[src/rtl/nmi_entry_pkg.sv]
package nmi_entry_pkg;
   typedef enum logic [2:0] {
      ST_IDLE = 3'd0,
      ST_PCH  = 3'd1,
      ST_PCL  = 3'd2,
      ST_PSR  = 3'd3,
      ST_VLO  = 3'd4,
      ST_VHI  = 3'd5
   } seq_state_e;
endpackage

[src/rtl/nmi_edge_latch.sv]
module nmi_edge_latch #(
   parameter int IN_REG = 0
) (
   input  logic clk,
   input  logic rst,
   input  logic nmi_n,
   input  logic take,
   output logic pending
);
   logic cur_s;
   logic prev_s;
   logic fall;

   generate
      if (IN_REG != 0) begin : g_reg
         always_ff @(posedge clk) begin
            if (rst) cur_s <= 1'b1;
            else     cur_s <= nmi_n;
         end
      end else begin : g_direct
         assign cur_s = nmi_n;
      end
   endgenerate

   always_ff @(posedge clk) begin
      if (rst) prev_s <= 1'b1;
      else     prev_s <= cur_s;
   end

   assign fall = prev_s & ~cur_s;

   always_ff @(posedge clk) begin
      if (rst)       pending <= 1'b0;
      else if (fall) pending <= 1'b1;
      else if (take) pending <= 1'b0;
   end
endmodule

[src/rtl/nmi_vec_sel.sv]
module nmi_vec_sel #(
   parameter int          ADDR_W  = 24,
   parameter logic [23:0] VEC_EMU = 24'h00FFFA,
   parameter logic [23:0] VEC_NAT = 24'h00FFEA
) (
   input  logic              emu,
   input  logic              hi_byte,
   output logic [ADDR_W-1:0] addr
);
   localparam logic [ADDR_W-1:0] BASE_E = ADDR_W'(VEC_EMU);
   localparam logic [ADDR_W-1:0] BASE_N = ADDR_W'(VEC_NAT);

   always_comb begin
      addr    = emu ? BASE_E : BASE_N;
      addr[0] = hi_byte;
   end
endmodule

[src/rtl/nmi_seq_fsm.sv]
module nmi_seq_fsm
   import nmi_entry_pkg::*;
#(
   parameter int ADDR_W = 24,
   parameter int DATA_W = 8,
   parameter int SP_W   = 16
) (
   input  logic                clk,
   input  logic                rst,
   input  logic                pending,
   input  logic                insn_done,
   input  logic                emu_mode,
   input  logic [2*DATA_W-1:0] pc_in,
   input  logic [DATA_W-1:0]   status_in,
   input  logic [SP_W-1:0]     sp_in,
   input  logic [DATA_W-1:0]   bus_rdata,
   input  logic [ADDR_W-1:0]   vec_addr,
   output logic                take,
   output logic                emu_cap,
   output logic                vec_hi,
   output logic                bus_req,
   output logic                bus_we,
   output logic [ADDR_W-1:0]   bus_addr,
   output logic [DATA_W-1:0]   bus_wdata,
   output logic                done,
   output logic [2*DATA_W-1:0] new_pc,
   output logic [SP_W-1:0]     sp_out
);
   localparam int PC_W = 2 * DATA_W;

   seq_state_e          st;
   logic [PC_W-1:0]     pc_c;
   logic [DATA_W-1:0]   ps_c;
   logic [DATA_W-1:0]   lo_c;
   logic [SP_W-1:0]     sp_w;

   assign take = (st == ST_IDLE) && pending && insn_done;

   always_ff @(posedge clk) begin
      if (rst) begin
         st      <= ST_IDLE;
         done    <= 1'b0;
         pc_c    <= '0;
         ps_c    <= '0;
         lo_c    <= '0;
         sp_w    <= '0;
         emu_cap <= 1'b0;
         new_pc  <= '0;
      end else begin
         done <= 1'b0;
         unique case (st)
            ST_IDLE: if (take) begin
               pc_c    <= pc_in;
               ps_c    <= status_in;
               sp_w    <= sp_in;
               emu_cap <= emu_mode;
               st      <= ST_PCH;
            end
            ST_PCH: begin sp_w <= sp_w - 1'b1; st <= ST_PCL; end
            ST_PCL: begin sp_w <= sp_w - 1'b1; st <= ST_PSR; end
            ST_PSR: begin sp_w <= sp_w - 1'b1; st <= ST_VLO; end
            ST_VLO: begin lo_c <= bus_rdata;   st <= ST_VHI; end
            ST_VHI: begin
               new_pc <= {bus_rdata, lo_c};
               done   <= 1'b1;
               st     <= ST_IDLE;
            end
            default: st <= ST_IDLE;
         endcase
      end
   end

   assign sp_out = sp_w;
   assign vec_hi = (st == ST_VHI);

   always_comb begin
      bus_req   = (st != ST_IDLE);
      bus_we    = (st == ST_PCH) || (st == ST_PCL) || (st == ST_PSR);
      bus_wdata = '0;
      bus_addr  = bus_we ? ADDR_W'(sp_w) : (bus_req ? vec_addr : '0);
      case (st)
         ST_PCH:  bus_wdata = pc_c[PC_W-1:DATA_W];
         ST_PCL:  bus_wdata = pc_c[DATA_W-1:0];
         ST_PSR:  bus_wdata = ps_c;
         default: bus_wdata = '0;
      endcase
   end
endmodule

[src/rtl/nmi_entry_seq.sv]
module nmi_entry_seq #(
   parameter int          ADDR_W  = 24,
   parameter int          DATA_W  = 8,
   parameter int          SP_W    = 16,
   parameter int          IN_REG  = 0,
   parameter logic [23:0] VEC_EMU = 24'h00FFFA,
   parameter logic [23:0] VEC_NAT = 24'h00FFEA
) (
   input  logic                clk,
   input  logic                rst,
   input  logic                nmi_n,
   input  logic                emu_mode,
   input  logic                insn_done,
   input  logic [2*DATA_W-1:0] pc_in,
   input  logic [DATA_W-1:0]   status_in,
   input  logic [SP_W-1:0]     sp_in,
   input  logic [DATA_W-1:0]   bus_rdata,
   output logic                bus_req,
   output logic                bus_we,
   output logic [ADDR_W-1:0]   bus_addr,
   output logic [DATA_W-1:0]   bus_wdata,
   output logic                busy,
   output logic                done,
   output logic [2*DATA_W-1:0] new_pc,
   output logic [SP_W-1:0]     sp_out
);
   generate
      if (ADDR_W < SP_W || ADDR_W < 16) begin : g_bad_addr
         $error("nmi_entry_seq: ADDR_W must cover the stack pointer and vectors");
      end
      if (VEC_EMU[0] != 1'b0 || VEC_NAT[0] != 1'b0) begin : g_bad_vec
         $error("nmi_entry_seq: vector bases must be even");
      end
      if (DATA_W < 1) begin : g_bad_data
         $error("nmi_entry_seq: DATA_W must be positive");
      end
   endgenerate

   logic              pending;
   logic              take;
   logic              emu_cap;
   logic              vec_hi;
   logic [ADDR_W-1:0] vec_addr;

   nmi_edge_latch #(.IN_REG(IN_REG)) u_edge (
      .clk(clk), .rst(rst), .nmi_n(nmi_n), .take(take), .pending(pending)
   );

   nmi_vec_sel #(.ADDR_W(ADDR_W), .VEC_EMU(VEC_EMU), .VEC_NAT(VEC_NAT)) u_vec (
      .emu(emu_cap), .hi_byte(vec_hi), .addr(vec_addr)
   );

   nmi_seq_fsm #(.ADDR_W(ADDR_W), .DATA_W(DATA_W), .SP_W(SP_W)) u_fsm (
      .clk(clk), .rst(rst), .pending(pending), .insn_done(insn_done),
      .emu_mode(emu_mode), .pc_in(pc_in), .status_in(status_in), .sp_in(sp_in),
      .bus_rdata(bus_rdata), .vec_addr(vec_addr), .take(take), .emu_cap(emu_cap),
      .vec_hi(vec_hi), .bus_req(bus_req), .bus_we(bus_we), .bus_addr(bus_addr),
      .bus_wdata(bus_wdata), .done(done), .new_pc(new_pc), .sp_out(sp_out)
   );

   assign busy = bus_req;
endmodule

[config.mk]
export PLATFORM = sky130hd
export DESIGN_NAME = nmi_entry_seq
export DESIGN_NICKNAME = d
export VERILOG_FILES = /design/src/rtl/nmi_entry_pkg.sv /design/src/rtl/nmi_edge_latch.sv /design/src/rtl/nmi_vec_sel.sv /design/src/rtl/nmi_seq_fsm.sv /design/src/rtl/nmi_entry_seq.sv
export SDC_FILE = /design/constraint.sdc
export NUM_CORES = 1
export LEC_CHECK = 0
export ABC_CLOCK_PERIOD_IN_PS = 5600
export BUFFER_PORTS_ARGS = -buffer_cell sky130_fd_sc_hd__buf_2
export CAP_MARGIN = 20
export CORE_MARGIN = 4
export CORE_UTILIZATION = 54
export CTS_CLUSTER_SIZE = 16
export DETAILED_ROUTE_END_ITERATION = 7
export PLACE_DENSITY = 0.87
export SLEW_MARGIN = 20
export SYNTH_ARGS = -nofsm -noshare
export SYNTH_HDL_FRONTEND = slang
export SYNTH_HIERARCHICAL = 1
export SYNTH_SLANG_ARGS = --single-unit
[constraint.sdc]
create_clock -name clk -period 5.6 [get_ports clk]
set_clock_uncertainty 0.1 [all_clocks]
set_input_delay 1.68 -clock clk [delete_from_list [all_inputs] [get_ports clk]]
set_output_delay 1.68 -clock clk [all_outputs]
set_load 0.02 [all_outputs]
=== Word level (Yosys, flattened, before mapping) ===
Index checks and enable logic that the tools add are counted.

* Logic and storage cells: 41
* Memory bits (read-only): 0
* Input port bits: 53
* Memories kept: 0
* Latch bits: 0
* RAM bits: 0
* Register bits after elaboration: 71

* Equality and inequality tests: 6
* Div/mod/pow operators: 0
* Shift-type cells: 0
* Bitwise gates (word level): 2
* Multiply operators: 0
* Multiplexer cells: 11
* Reduce and logical (&&, ||, !) cells: 11
* $add $sub $neg: 1
* Magnitude comparators: 0

{| class="wikitable"
|+ Operators with widths
! kind !! number
|-
| $mux W16 || 2
|-
| $pmux W16 S2 || 1
|-
| $mux W24 || 1
|-
| $pmux W8 S3 || 1
|-
| $sub A16 B1 Y16 const B || 1
|-
| $pmux W3 S5 || 1
|-
| $eq A3 B2 Y1 const B || 2
|-
| $eq A3 B3 Y1 const B || 2
|-
| $mux W5 || 1
|-
| $reduce_and A2 Y1 || 2
|-
| $reduce_bool A2 Y1 || 2
|-
| $eq A3 B1 Y1 const B || 1
|-
| $logic_not A3 Y1 || 1
|-
| $mux W1 || 3
|-
| $mux W3 || 1
|-
| $reduce_bool A3 Y1 || 1
|-
| $reduce_or A3 Y1 || 1
|-
| $logic_and A1 B1 Y1 || 2
|-
| $logic_or A1 B1 Y1 || 2
|-
| $ne A2 B2 Y1 const B || 1
|-
| $and A1 B1 Y1 || 1
|-
| $not A1 Y1 || 1
|}

=== Logic depth before layout (Yosys ltp) ===
Gate-level depths: netlist of the first run.

* Depth in word-level cells: 5
* Gate-level depth with buffers: 7
* Gate-level depth less buffers: 6

=== Hierarchy ===
The synthesis of the first run kept the hierarchy.

{| class="wikitable"
|+ Modules (own cells, without submodules)
! module !! cells an instance !! seq. area each (µm²) !! area an instance (µm²) !! times used
|-
| nmi_seq_fsm || 419 || 1,381.3 || 3,244.4 || 1
|-
| nmi_vec_sel || 26 || 0.0 || 187.7 || 1
|-
| nmi_edge_latch || 6 || 40.0 || 67.6 || 1
|-
| nmi_entry_seq || 1 || 0.0 || 7.5 || 1
|}

=== Worst setup path before layout of the first run ===
OpenSTA, ideal clock, no wires.

* Kind: reg2out
* Start point: register u_fsm.st[1]
* End point: output bus_addr[0]
* Required time: 3.820 ns
* Arrival: 1.529 ns
* Cell stages (with the launch flop): 8
* Slack: 2.291 ns
* Cells stage by stage: dfxtp_1 > buf_2 > nand3b_1 > clkinv_1 > buf_2 > buf_4 > nand2_1 > o21ai_0

* Elaborated cells between the ends (all ways): 9
* Classes of those cells: 4 x eq/ne; 2 x mux; 3 x reduce/logical

{| class="wikitable"
|+ RTL lines
! what !! RTL line !! text
|-
| start: declaration || nmi_seq_fsm.sv:31 || <nowiki>seq_state_e st;</nowiki>
|-
| start signal: assignment || nmi_seq_fsm.sv:41 || <nowiki>st <= ST_IDLE;</nowiki>
|-
| start signal: assignment || nmi_seq_fsm.sv:57 || <nowiki>st <= ST_PCH;</nowiki>
|-
| start signal: assignment || nmi_seq_fsm.sv:59 || <nowiki>ST_PCH: begin sp_w <= sp_w - 1'b1; st <= ST_PCL; end</nowiki>
|-
| $eq A3 B3 Y1 || nmi_seq_fsm.sv:74 || <nowiki>assign vec_hi = (st == ST_VHI);</nowiki>
|-
| via vec_hi || nmi_entry_seq.sv:42 || <nowiki>logic vec_hi;</nowiki>
|-
| $mux W16 || nmi_seq_fsm.sv:80 || <nowiki>bus_addr = bus_we ? ADDR_W'(sp_w) : (bus_req ? vec_addr : '0);</nowiki>
|-
| $mux W24 || nmi_seq_fsm.sv:80 ||
|-
| end: declaration || nmi_entry_seq.sv:20 || <nowiki>output logic [ADDR_W-1:0] bus_addr,</nowiki>
|}

The timed path passes the listed nets, and every way through them passes these cells.

=== Worst setup path after layout of the first run ===
Same ends and word-level chain as after synthesis.

==> results of run 1 <==
-- worst paths after layout --
check                 startpoint          endpoint  slack, ps  cells after the start
setup / recovery     u_fsm/st[1]       bus_addr[0]       1080                      5
hold / removal    u_fsm/pc_c[15]    u_fsm/pc_c[15]        360                      2
setup reg to reg     u_fsm/st[1]  u_fsm/sp_out[11]       2790                      5
hold reg to reg   u_fsm/pc_c[15]    u_fsm/pc_c[15]        360                      2
-- per-stage QoR --
step	setup slack [ps]	power, mW	cell area, um2	utilization (%)	std cells
detailed placement	1439	0.8768	3929	62.23	605
global placement	1475	0.8674	3929	62.23	605
global route	806.4	1.293	4103	64.98	621
CTS	1066	1.226	4103	64.98	621
floorplan	2291	0.8059	3582	-	472
finish	1083	1.225	4103	64.98	621
-- area by class of cell --
| type | count | area, um2 | area share [%] |
|---|---|---|---|
| Multi-Input combinational cell | 335 | 1802 | 43.92 |
| Sequential cell | 71 | 1421 | 34.64 |
| Inverter | 7 | 26.28 | 0.6404 |
| Clock inverter | 7 | 50.05 | 1.220 |
| Timing Repair Buffer | 115 | 583.1 | 14.21 |
| Clock buffer | 9 | 123.9 | 3.019 |
| Tap cell | 77 | 96.34 | 2.348 |
-- metal layers --
| layer | track usage [%] | vias to the layer above | wire, um |
|---|---|---|---|
| met4 | 8.654 | 0 | 102 |
| met2 | 39.09 | 140 | 4518 |
| met5 | 0 | - | 0 |
| met3 | 4.190 | 11 | 693 |
| met1 | 28.93 | 1560 | 3670 |
| li1 | - | 1686 | - |
-- flip-flops by register name, indices dropped and copies added, names as in the netlist --
name	count
u_fsm/sp_out	16
u_fsm/ps_c	8
u_fsm/st	3
u_fsm/pc_c	16
u_fsm/lo_c	8
u_fsm/emu_cap	1
u_edge/pending	1
u_edge/prev_s	1
u_fsm/done	1
u_fsm/new_pc	16
-- power groups by stage --
stage                     Sequential, mW  Clock [mW]  Combinational, mW
after floorplan                    0.599           0              0.207
after global placement             0.590           0              0.278
after detailed placement           0.592           0              0.285
after CTS                          0.581       0.359              0.287
after global routing               0.589       0.388              0.316
final                              0.582       0.355              0.288
-- critical path, delay by kind of cell (launching register included) --
family / cells / cell delay, ps
flip-flops: 1 / 780
AND/OR/NAND/NOR: 2 / 760
buffers and inverters: 2 / 760
AO/OA/AOI/OAI: 1 / 100
-- kinds of logic (layout without fill, tap and decap cells) --
logic type      Yosys count  after routing  share of synthesized area, %
mux                       9              9                         2.854
fa+ha+maj                 1              1                        0.3567
simple gates            191            191                         25.94
other cells               2             22                        0.2141
buf+inv                  66            138                         10.24
flops                    71             71                         40.53
compound gates          111            111                         19.62
xor+xnor                  1              1                        0.2498
-- cells in the mapped netlist, drive strengths merged (6+ instances only) --
cell | n | area [um2]
nor4 | 6 | 67.56
buf | 44 | 276.5
nor3 | 8 | 56.31
clkbuf | 15 | 56.30
a22o | 11 | 96.34
a31oi | 7 | 43.79
mux2 | 8 | 90.09
o21ai | 7 | 35.03
a21oi | 61 | 309.1
dfxtp | 71 | 1421
nor2 | 18 | 67.56
nand3 | 10 | 55.05
inv | 6 | 22.52
a22oi | 10 | 75.07
and2 | 10 | 62.56
nand2 | 115 | 431.7
-- cell usage in the layout, fill, tap and decap left out, drive strengths merged, types with 9 or more instances in the layout --
cell,n
nand2,115
buf,115
dfxtp,71
a21oi,61
conb,22
nor2,18
a22o,11
a22oi,10
and2,10
nand3,10
clkbuf,9
==> results.ini, run 1 <==
[clock_tree]
cts_resized = 0
path_clk_slew_ps = 80
ctsHoldBuffers = 0
cts_setup_buffers = 0
clock_latency_ps = 340
cts_root_buf = clkbuf_8
cts_tree = yes
cts_buffers = 9
htreeDepth = 3
clockBufferDepth = 2
cts_sinks = 71

[synthesis]
yosysWarnings = 6
synthDistinctLibCells = 53
avgSynthCellArea_um2 = 7.759
ys_seq_area_share_pct = 40.53
synth_ff_type = dfxtp_1
synth_edf_count = 0
async_flop_share_pct = 0
syn_area_mm2 = 0.003507
postSynthCellCount = 452
synth-seq-cells = 71

[placed_design]
portBuffers = 112
dp_hpwl_um = 6266
gp_congestion = 0.8130

[critical_path]
cp_max_fo = 18
cp.arrival_ps = 2740
required_ps = 3820
end_kind = output pin
path_cells = nand3b_1 -> clkinv_1 -> nand2_1 -> o21ai_0 -> buf_2
crit_slowest_cell = dfxtp_1
crit_path_max_incr_delay_ps = 780
crit_path_start_kind = register
path_class = reg2out

[timing]
setup_tns_ps = 0
fmax_ghz = 0.2214
setup_violations = 0
slew_headroom_pct = 40.26
worst_pin_slew_ps = 895.1
hold_slack_ps = 355.2
slew_violations = 0
rsz0062_at_grt = false
hold_viol = 0
period_minus_slack_ps = 4517
finalCritPeriodShare_pct = 80.66

[global_routing]
grt_use_total_pct = 22.95
grt_pass1_vias = 3127
grt_max_degree = 43
grt_pass1_wl_um = 14140
antenna_found_initial = 0
overflow = 0

[final_layout]
fin_nets = 593
num_antenna_cells = 0
drive_above_1_share_pct = 27.57
area_delta_synth_final_pct = 16.98
nFillCells = 578

[power_and_ir_drop]
combPwrFrac_pct = 23.5
p_switching_uw = 419.3
power.internal_uw = 805.6
ir_drop_v = 0.0002167
leakagePower_nw = 1.792
seqPwrFrac_pct = 47.5
p_sw_share_pct = 34.23
p_clk_share_pct = 29.0
powerDensity_mw_per_mm2 = 298.5

[floorplanning]
rows = 29
die_h_um = 88.59
die_x_um = 88.59
initial_core_util_pct = 55.55
fp.dieArea_mm2 = 0.007848
core_mm2 = 0.006314
io_pins = 121

[detailed_routing]
drc = 0
drt_iter0_drc = 301
vias = 3397
vias_per_cell = 5.470
totalWireLength_um = 8984
drtPass1Iterations = 5
wl_per_cell_um = 14.47
ant_nets = 0

[min_path]
hp-class = reg2reg

[flow_run]
drv_cap = 0

[status]
status = finished clean

Power figures use the tool's default switching activity.
==> run 2: changes to the inputs <==
Settings changed: ABC_CLOCK_PERIOD_IN_PS 5600 to 4100, CORE_UTILIZATION 54 to 45, PLACE_DENSITY 0.87 to 0.78.
Clock period 5.6 ns to 4.1 ns, I/O delays scaled along.
==> results.ini, run 2 (synthesized netlist as in run 1, its figures left out) <==
[clock_tree]
htreeDepth = 3  ; unchanged
cts_root_buf = clkbuf_8  ; unchanged
cts_buffers = 9  ; unchanged
ctsHoldBuffers = 0  ; unchanged
cts_setup_buffers = 0  ; unchanged
cts_resized = 0  ; unchanged
path_clk_slew_ps = 70  ; was 80 ps
clockBufferDepth = 2  ; unchanged
clock_latency_ps = 330  ; was 340 ps
cts_tree = yes  ; unchanged
cts_sinks = 71  ; unchanged

[global_routing]
gr-max-usage-layer = met2  ; unchanged
grtUsageMet3_pct = 7.271  ; was 4.190%
grt_pass1_vias = 3161  ; was 3127
overflow = 0  ; unchanged
grt_pass1_wl_um = 14610  ; was 14140 um
use_met2_pct = 33.35  ; was 39.09%
antenna_found_initial = 0  ; unchanged
use_met1_pct = 24.29  ; was 28.93%
grt_use_total_pct = 20.06  ; was 22.95%
grt_max_degree = 41  ; was 43

[timing]
finalCritPeriodShare_pct = 86.57
hold_slack_ps = 355.2  ; about the same
period_minus_slack_ps = 3549
hold_viol = 0  ; unchanged
fmax_ghz = 0.2817
slew_violations = 0  ; unchanged
slew_headroom_pct = 48.84  ; was 40.26%
setup_tns_ps = 0  ; unchanged
worst_pin_slew_ps = 767.4  ; was 895.1 ps
rsz0062_at_grt = false  ; unchanged
setup_violations = 0  ; unchanged

[floorplanning]
core_mm2 = 0.007408  ; was 0.006314 mm2
rows = 31  ; was 29
die_x_um = 96.28  ; was 88.59 um
die_h_um = 96.28  ; was 88.59 um
initial_core_util_pct = 47.34  ; was 55.55%
fp.dieArea_mm2 = 0.009270  ; was 0.007848 mm2
io_pins = 121  ; unchanged

[final_layout]
drive_above_1_share_pct = 27.69  ; was 27.57%
area_delta_synth_final_pct = 18.37  ; was 16.98%
final_area_mm2 = 0.004151  ; was 0.004103 mm2
fin_nets = 598  ; was 593
layout_commonest_cell = nand2_1  ; unchanged
num_antenna_cells = 0  ; unchanged
final_cell_mix = nand2_1, buf_2, dfxtp_1  ; unchanged

[critical_path]
crit_path_start_kind = register  ; unchanged
cp.arrival_ps = 2220  ; was 2740 ps
cp_max_fo = 25  ; was 18
required_ps = 2770  ; was 3820 ps
end_kind = output pin  ; unchanged
path_class = reg2out  ; unchanged

[detailed_routing]
vias = 3410  ; was 3397
wl_per_cell_um = 14.22  ; was 14.47 um
drtPass1Iterations = 4  ; was 5
drc = 0  ; unchanged
ant_nets = 0  ; unchanged
totalWireLength_um = 9214  ; was 8984 um
vias_per_cell = 5.262  ; was 5.470
drt_iter0_drc = 172  ; was 301

[power_and_ir_drop]
ir_drop_v = 0.0002139  ; was 0.0002167 V
power.total_mw = 1.666  ; was 1.225 mW
leakagePower_nw = 1.804  ; was 1.792 nW
powerDensity_mw_per_mm2 = 401.4  ; was 298.5 mW/mm2

[flow_run]
drv_cap = 0  ; unchanged

[placed_design]
dp_hpwl_um = 6424  ; was 6266 um
portBuffers = 112  ; unchanged
post_dp_cell_area_mm2 = 0.003994  ; was 0.003929 mm2
gp_congestion = 0.8160  ; was 0.8130

[status]
status = finished clean  ; unchanged

[min_path]
hp-class = reg2reg  ; unchanged

==> run 2: cell type report <==
type                       instances  area, um2
timing repair buffer             120      620.6
inverter                           7      26.28
tap                               99      123.9
clock buffer                      12      135.1
multi-input combinational        335       1802
clock inverter                     4      22.52
fill                             721       3257
sequential                        71       1421
==> run 2: power breakdown <==
group | internal (mW) | leakage, nW | switching (mW)
combinational | 0.157 | 1.15 | 0.254
clock | 0.217 | 0.0801 | 0.249
sequential | 0.730 | 0.576 | 0.0588
==> run 2: path summary, 6_finish.rpt <==
kind | start | to | slack [ps] | cells past startpoint
setup / recovery | u_fsm/st[1] | bus_addr[15] | 550 | 7
hold / removal | u_fsm/pc_c[8] | u_fsm/pc_c[8] | 360 | 2
setup reg to reg | u_fsm/st[1] | u_fsm/sp_out[11] | 1540 | 8
hold reg to reg | u_fsm/pc_c[8] | u_fsm/pc_c[8] | 360 | 2
==> run 2: per-layer routing <==
| metal | part of all wire, % | vias to the layer above |
|---|---|---|
| met5 | 0 | - |
| met4 | 0.64 | 0 |
| met3 | 8.0 | 6 |
| met2 | 48 | 107 |
| met1 | 43 | 1604 |
| li1 | - | 1693 |
==> run 2: worst max-delay path: stages (launching register included) <==
cell	delay (ps)
dfxtp_1	390
buf_4	250
o21bai_2	70
buf_4	180
inv_1	550
nand2_1	170
nand2_1	90
buf_2	160
==> run 2: stage by stage <==
step	cells	util (%)	setup WS, ps
2_1_floorplan	472	-	1241
3_3_place_gp	632	53.91	1008
3_5_place_dp	632	53.91	910.6
4_1_cts	648	56.04	524.2
5_1_grt	648	56.04	311.3
6_report	648	56.04	550.7
==> run 3: changes to the inputs <==
Settings changed: CORE_ASPECT_RATIO set to 1.75.
==> results.ini, run 3 (synthesized netlist as in run 1, its figures left out) <==
[clock_tree]
path_clk_slew_ps = 60  ; was 70 ps
cts_buffers = 9  ; unchanged
ctsHoldBuffers = 0  ; unchanged
cts_tree = yes  ; unchanged
clock_latency_ps = 330  ; about the same
htreeDepth = 3  ; unchanged
cts_setup_buffers = 0  ; unchanged
cts_root_buf = clkbuf_16  ; was clkbuf_8
clockBufferDepth = 2  ; unchanged
cts_sinks = 71  ; unchanged
cts_resized = 0  ; unchanged

[timing]
rsz0062_at_grt = false  ; unchanged
setup_tns_ps = 0  ; unchanged
slew_violations = 0  ; unchanged
setup_violations = 0  ; unchanged
worst_pin_slew_ps = 791.9  ; was 767.4 ps
hold_slack_ps = 350.0  ; was 355.2 ps
fmax_ghz = 0.2805  ; was 0.2817 GHz
slew_headroom_pct = 47.21  ; was 48.84%
hold_viol = 0  ; unchanged
period_minus_slack_ps = 3566  ; was 3549 ps
finalCritPeriodShare_pct = 86.97  ; was 86.57%

[final_layout]
layout_commonest_cell = nand2_1  ; unchanged
fin_cells = 638  ; was 648
area_delta_synth_final_pct = 22.12  ; was 18.37%
drive_above_1_share_pct = 28.10  ; was 27.69%
fin_nets = 598  ; unchanged
fin_util_pct = 56.60  ; was 56.04%
final_cell_mix = nand2_1, buf_2, dfxtp_1  ; unchanged

[detailed_routing]
drt_iter0_drc = 278  ; was 172
drc = 0  ; unchanged
ant_nets = 0  ; unchanged
wl_per_cell_um = 14.38  ; was 14.22 um
drtPass1Iterations = 6  ; was 4
vias_per_cell = 5.353  ; was 5.262
vias = 3415  ; was 3410
totalWireLength_um = 9174  ; was 9214 um

[power_and_ir_drop]
seqPwrFrac_pct = 40.0  ; was 47.3%
combPwrFrac_pct = 20.7  ; was 24.7%
leakagePower_nw = 1.875  ; was 1.804 nW
p_switching_uw = 593.0  ; was 562.4 uW
power.internal_mw = 1.384  ; was 1.104 mW
powerDensity_mw_per_mm2 = 461.6  ; was 401.4 mW/mm2
p_sw_share_pct = 30.00  ; was 33.75%
p_clk_share_pct = 39.3  ; was 28.0%
ir_drop_v = 0.0002797  ; was 0.0002139 V

[status]
status = finished clean  ; unchanged

[critical_path]
cp.arrival_ps = 2240  ; was 2220 ps
end_kind = output pin  ; unchanged
path_class = reg2out  ; unchanged
required_ps = 2770  ; about the same
crit_path_start_kind = register  ; unchanged
cp_max_fo = 22  ; was 25

[flow_run]
drv_cap = 0  ; unchanged

[min_path]
hp-class = reg2reg  ; unchanged

[placed_design]
numPlacedInstances = 621  ; was 632
dp_hpwl_um = 6616  ; was 6424 um
portBuffers = 112  ; unchanged
gp_congestion = 0.8329  ; was 0.8160

[floorplanning]
fp.dieArea_mm2 = 0.009326  ; was 0.009270 mm2
initial_core_util_pct = 46.35  ; was 47.34%
die_x_um = 74.74  ; was 96.28 um
core_mm2 = 0.007567  ; was 0.007408 mm2
rows = 42  ; was 31
die_h_um = 124.8  ; was 96.28 um
io_pins = 121  ; unchanged

[global_routing]
grt_max_degree = 44  ; was 41
overflow = 0  ; unchanged
grt_use_total_pct = 19.37  ; was 20.06%
grt_pass1_vias = 3059  ; was 3161
antenna_found_initial = 2  ; was 0
grt_pass1_wl_um = 14090  ; was 14610 um

-- run 3: cell type report --
| cell class | count | area [um2] |
|---|---|---|
| inverters | 7 | 26.28 |
| well taps | 88 | 110.1 |
| diodes | 2 | 5.005 |
| fillers | 735 | 3284 |
| multi-input cells | 335 | 1802 |
| clock inverters | 4 | 45.04 |
| clock buffers | 11 | 252.7 |
| flip-flops and latches | 71 | 1421 |
| repair buffers | 120 | 620.6 |
-- run 3: worst max-delay path: stages (launching register included) --
cell,delay (ps)
dfxtp_1,700
o21bai_2,130
buf_4,200
inv_1,490
nand2_1,150
nand2_1,80
buf_2,160
-- run 3: layer usage --
metal  global-route usage, %  routed length, um  vias to the layer above
met1                   21.63               3544                     1553
met5                       0                  0                        -
met3                   4.200                497                       36
li1                        -                  -                     1694
met2                   31.57               4691                      132
met4                   13.00                441                        0
-- run 3: path summary, 6_finish.rpt --
| check | start | end | slack [ps] | cells after the start |
|---|---|---|---|---|
| worst max-delay path | u_fsm/st[0] | bus_addr[14] | 530 | 6 |
| worst min register to register | u_fsm/new_pc[6] | u_fsm/new_pc[6] | 350 | 2 |
| worst max register to register | u_fsm/st[0] | u_fsm/sp_out[11] | 1420 | 7 |
| worst min-delay path | u_fsm/new_pc[6] | u_fsm/new_pc[6] | 350 | 2 |
-- run 3: power by group through the flow --
stage | registers, mW | logic [mW] | clock network [mW]
floorplan | 0.818 | 0.283 | 0
global placement | 0.802 | 0.399 | 0
detailed placement | 0.805 | 0.405 | 0
CTS | 0.791 | 0.407 | 0.792
global route | 0.798 | 0.444 | 0.820
finish | 0.791 | 0.409 | 0.777
-- run 3: stage by stage --
step           power [mW]  cell area, um2  worst slack, ps
2_1_floorplan       1.101            3582             1241
3_3_place_gp        1.201            3980            943.7
3_5_place_dp        1.210            3980            878.9
4_1_cts             1.989            4278            513.0
5_1_grt             2.061            4283            345.3
6_report            1.977            4283            534.4
